### src/rtl/msp_pkg.sv
package msp_pkg;
    typedef enum logic {
        ST_IDLE  = 1'b0,
        ST_PULSE = 1'b1
    } msp_state_e;

    typedef enum logic [1:0] {
        ACT_NONE   = 2'd0,
        ACT_LOAD   = 2'd1,
        ACT_STOP   = 2'd2,
        ACT_INVERT = 2'd3
    } msp_act_e;
endpackage

### src/rtl/msp_edge.sv
module msp_edge (
    input  logic clk,
    input  logic rst,
    input  logic tick_en,
    input  logic lvl_i,
    output logic rise_o
);
    logic prev_q;

    always_ff @(posedge clk) begin
        if (rst)
            prev_q <= 1'b0;
        else if (tick_en)
            prev_q <= lvl_i;
    end

    assign rise_o = lvl_i & ~prev_q;
endmodule

### src/rtl/msp_trig.sv
module msp_trig
    import msp_pkg::*;
#(
    parameter bit RST_WINS = 1'b1
) (
    input  logic     tick_en,
    input  logic     set_i,
    input  logic     clr_i,
    input  logic     j_i,
    input  logic     k_i,
    input  logic     rise_i,
    output msp_act_e act_o
);
    msp_act_e direct_act;

    generate
        if (RST_WINS) begin : g_reset_wins
            always_comb direct_act = clr_i ? ACT_STOP : ACT_LOAD;
        end else begin : g_set_wins
            always_comb direct_act = set_i ? ACT_LOAD : ACT_STOP;
        end
    endgenerate

    always_comb begin
        act_o = ACT_NONE;
        if (tick_en) begin
            if (set_i || clr_i)
                act_o = direct_act;
            else if (rise_i) begin
                unique case ({j_i, k_i})
                    2'b10:   act_o = ACT_LOAD;
                    2'b01:   act_o = ACT_STOP;
                    2'b11:   act_o = ACT_INVERT;
                    default: act_o = ACT_NONE;
                endcase
            end
        end
    end
endmodule

### src/rtl/msp_timer.sv
module msp_timer #(
    parameter int CNT_W = 16
) (
    input  logic             clk,
    input  logic             rst,
    input  logic             load_i,
    input  logic             clear_i,
    input  logic             dec_i,
    input  logic [CNT_W-1:0] dur_i,
    output logic [CNT_W-1:0] cnt_o,
    output logic             last_o
);
    localparam logic [CNT_W-1:0] ONE = CNT_W'(1);

    logic [CNT_W-1:0] cnt_q;

    always_ff @(posedge clk) begin
        if (rst)
            cnt_q <= '0;
        else if (load_i)
            cnt_q <= dur_i;
        else if (clear_i)
            cnt_q <= '0;
        else if (dec_i && cnt_q != '0)
            cnt_q <= cnt_q - ONE;
    end

    assign cnt_o  = cnt_q;
    assign last_o = (cnt_q[CNT_W-1:1] == '0);

    // one step down per plain tick
    a_r8_count_down: assert property (@(posedge clk) disable iff (rst)
        (dec_i && !load_i && !clear_i && cnt_q != '0) |=> cnt_q == $past(cnt_q) - ONE);

    // saturation at zero
    a_r8_saturate: assert property (@(posedge clk) disable iff (rst)
        (dec_i && !load_i && !clear_i && cnt_q == '0) |=> cnt_q == '0);
endmodule

### src/rtl/msp_oneshot.sv
module msp_oneshot
    import msp_pkg::*;
#(
    parameter int CNT_W    = 16,
    parameter bit RST_WINS = 1'b1
) (
    input  logic             clk,
    input  logic             rst,
    input  logic             tick_en,
    input  logic             set_i,
    input  logic             clr_i,
    input  logic             j_i,
    input  logic             k_i,
    input  logic             lclk_i,
    input  logic [CNT_W-1:0] dur_i,
    output logic             q_o,
    output logic             busy_o,
    output logic [CNT_W-1:0] remaining_o
);
    msp_state_e state_q, state_d;
    msp_act_e   act;
    logic       rise;
    logic       last;
    logic       tmr_load, tmr_clear, tmr_dec;

    msp_edge u_edge (
        .clk     (clk),
        .rst     (rst),
        .tick_en (tick_en),
        .lvl_i   (lclk_i),
        .rise_o  (rise)
    );

    msp_trig #(.RST_WINS(RST_WINS)) u_trig (
        .tick_en (tick_en),
        .set_i   (set_i),
        .clr_i   (clr_i),
        .j_i     (j_i),
        .k_i     (k_i),
        .rise_i  (rise),
        .act_o   (act)
    );

    // Next state: START, RELOAD, STOP, EXPIRE, HOLD
    always_comb begin
        state_d   = state_q;
        tmr_load  = 1'b0;
        tmr_clear = 1'b0;
        unique case (state_q)
            ST_IDLE: begin
                if (act == ACT_LOAD || act == ACT_INVERT) begin
                    state_d  = ST_PULSE;
                    tmr_load = 1'b1;
                end else if (act == ACT_STOP) begin
                    tmr_clear = 1'b1;
                end
            end
            ST_PULSE: begin
                if (act == ACT_LOAD) begin
                    tmr_load = 1'b1;
                end else if (act == ACT_STOP || act == ACT_INVERT) begin
                    state_d   = ST_IDLE;
                    tmr_clear = 1'b1;
                end else if (tick_en && last) begin
                    state_d = ST_IDLE;
                end
            end
            default: state_d = ST_IDLE;
        endcase
    end

    assign tmr_dec = tick_en && (act == ACT_NONE);

    always_ff @(posedge clk) begin
        if (rst)
            state_q <= ST_IDLE;
        else
            state_q <= state_d;
    end

    msp_timer #(.CNT_W(CNT_W)) u_timer (
        .clk     (clk),
        .rst     (rst),
        .load_i  (tmr_load),
        .clear_i (tmr_clear),
        .dec_i   (tmr_dec),
        .dur_i   (dur_i),
        .cnt_o   (remaining_o),
        .last_o  (last)
    );

    // Outputs
    always_comb begin
        q_o    = (state_q == ST_PULSE);
        busy_o = (remaining_o != '0);
    end

    // force-high loads duration
    a_r2_set_loads: assert property (@(posedge clk) disable iff (rst)
        (tick_en && set_i && !clr_i) |=> (q_o && remaining_o == $past(dur_i)));

    // force-low clears
    a_r3_clr_clears: assert property (@(posedge clk) disable iff (rst)
        (tick_en && clr_i && !set_i) |=> (!q_o && remaining_o == '0));

    // dominance when both direct inputs are high
    a_r4_dominance: assert property (@(posedge clk) disable iff (rst)
        (tick_en && clr_i && set_i) |=> (q_o == !RST_WINS));

    // toggle edge inverts output
    a_r6_invert: assert property (@(posedge clk) disable iff (rst)
        (tick_en && !set_i && !clr_i && rise && j_i && k_i) |=> (q_o != $past(q_o)));

    // frozen without a tick
    a_r10_frozen: assert property (@(posedge clk) disable iff (rst)
        !tick_en |=> ($stable(q_o) && $stable(remaining_o)));

    // idle output carries no count
    a_r11_idle_zero: assert property (@(posedge clk) disable iff (rst)
        !q_o |-> remaining_o == '0);
endmodule

### config.mk
export PLATFORM = sky130hd
export DESIGN_NAME = msp_oneshot
export DESIGN_NICKNAME = d
export VERILOG_FILES = /design/src/rtl/msp_pkg.sv /design/src/rtl/msp_edge.sv /design/src/rtl/msp_trig.sv /design/src/rtl/msp_timer.sv /design/src/rtl/msp_oneshot.sv
export SDC_FILE = /design/constraint.sdc
export NUM_CORES = 1
export LEC_CHECK = 0
export BUFFER_PORTS_ARGS = -buffer_cell sky130_fd_sc_hd__buf_4
export CAP_MARGIN = 20
export CORE_ASPECT_RATIO = 2
export CORE_UTILIZATION = 45
export DETAILED_ROUTE_END_ITERATION = 16
export PLACE_DENSITY = 0.72
export SYNTH_ARGS = -nofsm -noshare
export SYNTH_HDL_FRONTEND = slang
export SYNTH_SLANG_ARGS = --single-unit
### constraint.sdc
create_clock -name clk -period 2.5 [get_ports clk]
set_input_delay 0.125 -clock clk [delete_from_list [all_inputs] [get_ports clk]]
set_output_delay 0.125 -clock clk [all_outputs]
set_load 0.1 [all_outputs]
Word-level counts from Yosys, hierarchy flattened. Index checks and enable logic that the tools add are counted. W data, S select, Z words.

Register bits after elaboration: 18. Bits of input ports: 24. Output and inout port bits: 18.

Add/subtract/negate cells: 1. Equal/unequal tests: 6. Muxes and demuxes: 20. Bitwise operators: 3. Reductions and logical operators: 10.

Operators by type and width (count): $mux W16 (3); $reduce_bool A16 Y1 (1); $sub A16 B1 Y16 const B (1); $logic_not A15 Y1 (1); $mux W1 (9); $eq A2 B2 Y1 const B (4); $mux W2 (4); $pmux W1 S2 (3); $pmux W2 S3 (1); $eq A2 B1 Y1 const B (2); $logic_and A1 B1 Y1 (3); $logic_or A1 B1 Y1 (3); $reduce_bool A3 Y1 (1); $logic_not A2 Y1 (1); $not A1 Y1 (2); $and A1 B1 Y1 (1).

Logic depth before layout (Yosys ltp).
Depth after elaboration: 12. Mapped depth: 8. Depth with buffers taken out: 7.

Cells and area by module. A second synthesis with hierarchy kept.

Cell total of the unflattened synthesis: 170. Area total of the unflattened synthesis: 1315.0 um^2.

Modules (own cells, without submodules): msp_timer (times used 1, cells an instance 148, area each 1143.6 um^2, sequential area each 320.3 um^2); msp_oneshot (times used 1, cells an instance 13, area each 97.6 um^2, sequential area each 20.0 um^2); msp_edge (times used 1, cells an instance 4, area each 40.0 um^2, sequential area each 20.0 um^2); msp_trig (times used 1, cells an instance 5, area each 33.8 um^2, sequential area each 0.0 um^2).

Least setup slack after synthesis. Ideal clock, no wire load.

Path type: register -> register. Start point: register u_timer.cnt_q[7], in the netlist u_timer.cnt_o[7]. End point: register u_timer.cnt_q[15], in the netlist u_timer.cnt_o[15]. Arrival: 2785 ps. Data required time: 2351 ps. Slack: -434 ps. Stages on the path, launching flop included: 7. Path through: dfxtp_1 > nor4_2 > nand4_2 > o21a_1 > buf_6 > a21oi_1 > a311oi_2.

Elaborated cells on any way between the ends: 7.

RTL lines: start: declaration (line msp_timer.sv:15) `logic [CNT_W-1:0] cnt_q;`; start signal: assignment (line msp_timer.sv:21) `cnt_q <= dur_i;`; start signal: assignment (line msp_timer.sv:25) `cnt_q <= cnt_q - ONE;`; $reduce_bool A16 Y1; via busy_o (line msp_oneshot.sv:17) `output logic busy_o,`; $logic_and A1 B1 Y1 (line msp_timer.sv:24) `else if (dec_i && cnt_q != '0)`; $reduce_bool A3 Y1 (no line).

The timed path passes the listed nets, and every way through them passes these cells. The select of a mux whose other input is x is not followed. A chain may end at the register's enable or synchronous reset.

Worst setup path after layout.
Start point: register u_timer.cnt_q[0], in the netlist u_timer.cnt_o[0]. End point: register u_timer.cnt_q[10], in the netlist u_timer.cnt_o[10].

Cells in the longest elaborated chain, start to end: 4. Elaborated cells on any way between the ends: 7.

RTL lines: $sub A16 B1 Y16 (line msp_timer.sv:25); $mux W16 (line msp_timer.sv:24); $mux W16 (line msp_timer.sv:22) `else if (clear_i)`; $mux W16 (line msp_timer.sv:20) `else if (load_i)`.

Several ways; a longest one is shown, not always the timed one. The select of a mux whose other input is x is not followed.

==> impl_results.md <==
- Die width: 40.3 um
- Filler cells: around 260
- Area grow syn2layout: 30.9%
- Hold Vio Cnt, Final: 0
- Post-CTS Resized: 0
- Final setup violation count: 0
- Port bufs: 41
- Syn_area_per_cell: ~8.7 um2
- Pin count of the biggest net entering global routing: 22
- Hold Path Cell Cnt: 3
- Reg area: ~370 um2
- Total grt overflow: 0
- Initial antenna violation count: 0
- Post-CTS Hold Fix Bufs: 0
- R2R Setup Slk: approximately 0.39 ns
- Flip-flop and latch count after synthesis: 18
- Total Routed Length: roughly 3.9 mm
- Min-delay worst type: in -> reg
- Share of layout cells above drive strength 1: approximately 44%
- Num ports: 42
- Latest clock arrival within the worst-skew pair: 0.27 ns
- Antenna cell count: 0
- CTS Sinks: 18
- Final Cycle Share: a little over four fifths
- CP Max Fanout: 7
- Iteration-0 DRC count of the detailed router: 65
- Worst EP required: 2.68 ns
- WL/cell: roughly 18 um
- Slew @ Worst Pin: 0.769 ns
- Hold endpoint: u_timer.cnt_o[12]$_SDFFE_PP0P_
- Reg2Reg Launch Point: u_timer.cnt_o[0]$_SDFFE_PP0P_
- Clock skew: between 0.008 and 0.009 ns
- Commonest cells after routing, fill and taps aside: buf_4 (45), nor2_1 (19), a21oi_1 (15)
- Clock H-tree levels: 1
- Setup bufs post-CTS: 0
- Nets: 220
- Run status: completed
- Die H: 78.6 um
- GR Util All Layers: ~28%
- Fin crit period: between 2 and 2.5 ns
- PwrDens: 673 nW/um2
- Synth unique cells: 47
- Worst EP arrival: 2.30 ns
- Slack of the critical path: between 0.3 and 0.4 ns
- Startpoint Class: register
- Die area: about 3200 um2
- Yosys top cell area share: between 20% and 30%
- Initial Utilization: a little under half
- Drc violations: 0
- Pre-CTS setup slack: 0.400 ns
- Maximum Capacitance Violations: 0
- RSZ-0062 raised after global routing: no
- Relative slew slack: 48.7%
- Slew Limit Fails: 0
- Cells after synthesis: ~150
- Detailed-route via count: about 1.4k
- Clock Path Buffers: 2
- DRT antenna net count: 0
- Crit end category: register
- Peak VDD IR: 0.454 mV
- Setup TNS Final: 0 ns
- Rows: 27
- Maximum clock frequency: about 0.47 GHz
- Mapped cell area: 1320 um2
- Post-synth top area cell: dfxtp_1
- Post-Syn Nets: approximately 180
- Most common flop cell mapped by yosys: dfxtp_1
- Core Region: 2770 um2
- Ranking of synthesized cells by area: dfxtp_1 (27%), a21oi_1 (5.7%), nor2_1 (5.4%), a211oi_1 (4.0%), xnor2_1 (4.0%)
- Reg2reg path depth: 7
- Leakage: 0.683 nW
- Root Driver: clkbuf_8
- Yosys warning count: 0
- Worst Min Path Start: dur_i[12]
- First-pass iteration count of the detailed router: 4
- Critical R2R Capture: u_timer.cnt_o[10]$_SDFFE_PP0P_
- Async SR Flop Fraction: 0%
- Via-per-instance ratio: approximately 6.4
- Crit path kind: reg -> reg
- Clock transition at the registers of the reported paths: approximately 0.080 ns
- TritonCTS clock tree: yes
- TritonCTS Buffers: 3
- Routability cong.: just under 0.9
- Number of global-route vias before repair: ~1.3k
- HPWL after DPL: about 2.9 mm
- Area of the multi-input gates: ~900 um2
- Most common cell after layout, fill and taps aside: buf_4
- First-pass GRT wire length: just over 6 mm
- Sequential element share of the synthesized area: 27.3%
- Post-synth EDFFs: 0
## synth_stat cells (5+ instances only)
cell type / instances
xnor2_1: 6
a31o_2: 5
nand2_1: 5
nor3_1: 9
a21oi_1: 15
a22oi_1: 5
nor2_1: 19
dfxtp_1: 18
a211oi_1: 7
## worst max-delay path, stage by stage, from the launching register on
cell and delay [ns]:
dfxtp_2 0.35, inv_1 0.09, ha_1 0.29, or4b_4 0.54
nor3_1 0.24, xor2_1 0.18, a22oi_1 0.08, a211oi_1 0.25
## flip-flops by register name, indices dropped and copies added, names as in the netlist
| register | cells |
|---|---|
| q_o | 1 |
| u_edge.prev_q | 1 |
| u_timer.cnt_o | 16 |
## stage by stage
step | std cells | hold WS [ns] | area, um2 | total power [mW] | utilization, %
floorplan | 151 | 0.272 | 1360 | 0.789 | -
global placement | 218 | 0.398 | 1670 | 0.908 | 60.3
detailed placement | 218 | 0.418 | 1670 | 0.914 | 60.3
CTS | 222 | 0.140 | 1730 | 1.16 | 62.3
global route | 222 | 0.147 | 1730 | 1.21 | 62.3
finish | 222 | 0.136 | 1730 | 1.16 | 62.3
## cells by family (layout without fill, tap and decap cells)
| family | Yosys count | after routing | share of synthesized area, % |
|---|---|---|---|
| flops | 18 | 18 | 27.3 |
| buf+inv | 11 | 53 | 5.69 |
| xor+xnor | 7 | 7 | 4.65 |
| simple gates | 60 | 60 | 28.0 |
| compound gates | 52 | 52 | 31.7 |
| mux | 1 | 1 | 0.759 |
| fa+ha+maj | 2 | 2 | 1.90 |
## layer usage
layer / share of wire (%) / up-vias / global-route usage [%]
li1: - / 672 / -
met1: 38 / 683 / 31.7
met2: 55 / 61 / 49.5
met3: 5.1 / 6 / 3.39
met4: 1.9 / 0 / 8.33
met5: 0 / - / 0
## cell type report
type                            count  share of cell area, %
Clock buffer                        4                   3.19
Multi-Input combinational cell    122                   52.9
Tap cell                           29                   2.10
Inverter                            4                  0.870
Sequential cell                    18                   21.4
Timing Repair Buffer               45                   19.6
## power breakdown
group	internal [mW]	switching, mW	total, mW
registers	0.312	0.0450	0.357
logic	0.192	0.362	0.554
clock network	0.140	0.110	0.251
total	0.645	0.517	1.16
## worst max-delay path by stage
stage | from | endpoint | slack [ns] | cells past startpoint
5_1_grt | u_timer.cnt_o[0]$_SDFFE_PP0P_ | u_timer.cnt_o[8]$_SDFFE_PP0P_ | 0.17 | 7
3_3_place_gp | u_timer.cnt_o[0]$_SDFFE_PP0P_ | u_timer.cnt_o[10]$_SDFFE_PP0P_ | 0.47 | 7
2_1_floorplan | u_timer.cnt_o[8]$_SDFFE_PP0P_ | u_timer.cnt_o[15]$_SDFFE_PP0P_ | 0.00003 | 6
6_report | u_timer.cnt_o[0]$_SDFFE_PP0P_ | u_timer.cnt_o[10]$_SDFFE_PP0P_ | 0.39 | 7
4_1_cts | u_timer.cnt_o[0]$_SDFFE_PP0P_ | u_timer.cnt_o[10]$_SDFFE_PP0P_ | 0.38 | 7
3_5_place_dp | u_timer.cnt_o[0]$_SDFFE_PP0P_ | u_timer.cnt_o[8]$_SDFFE_PP0P_ | 0.40 | 7
Note: power is estimated with default switching activity, not from simulation.
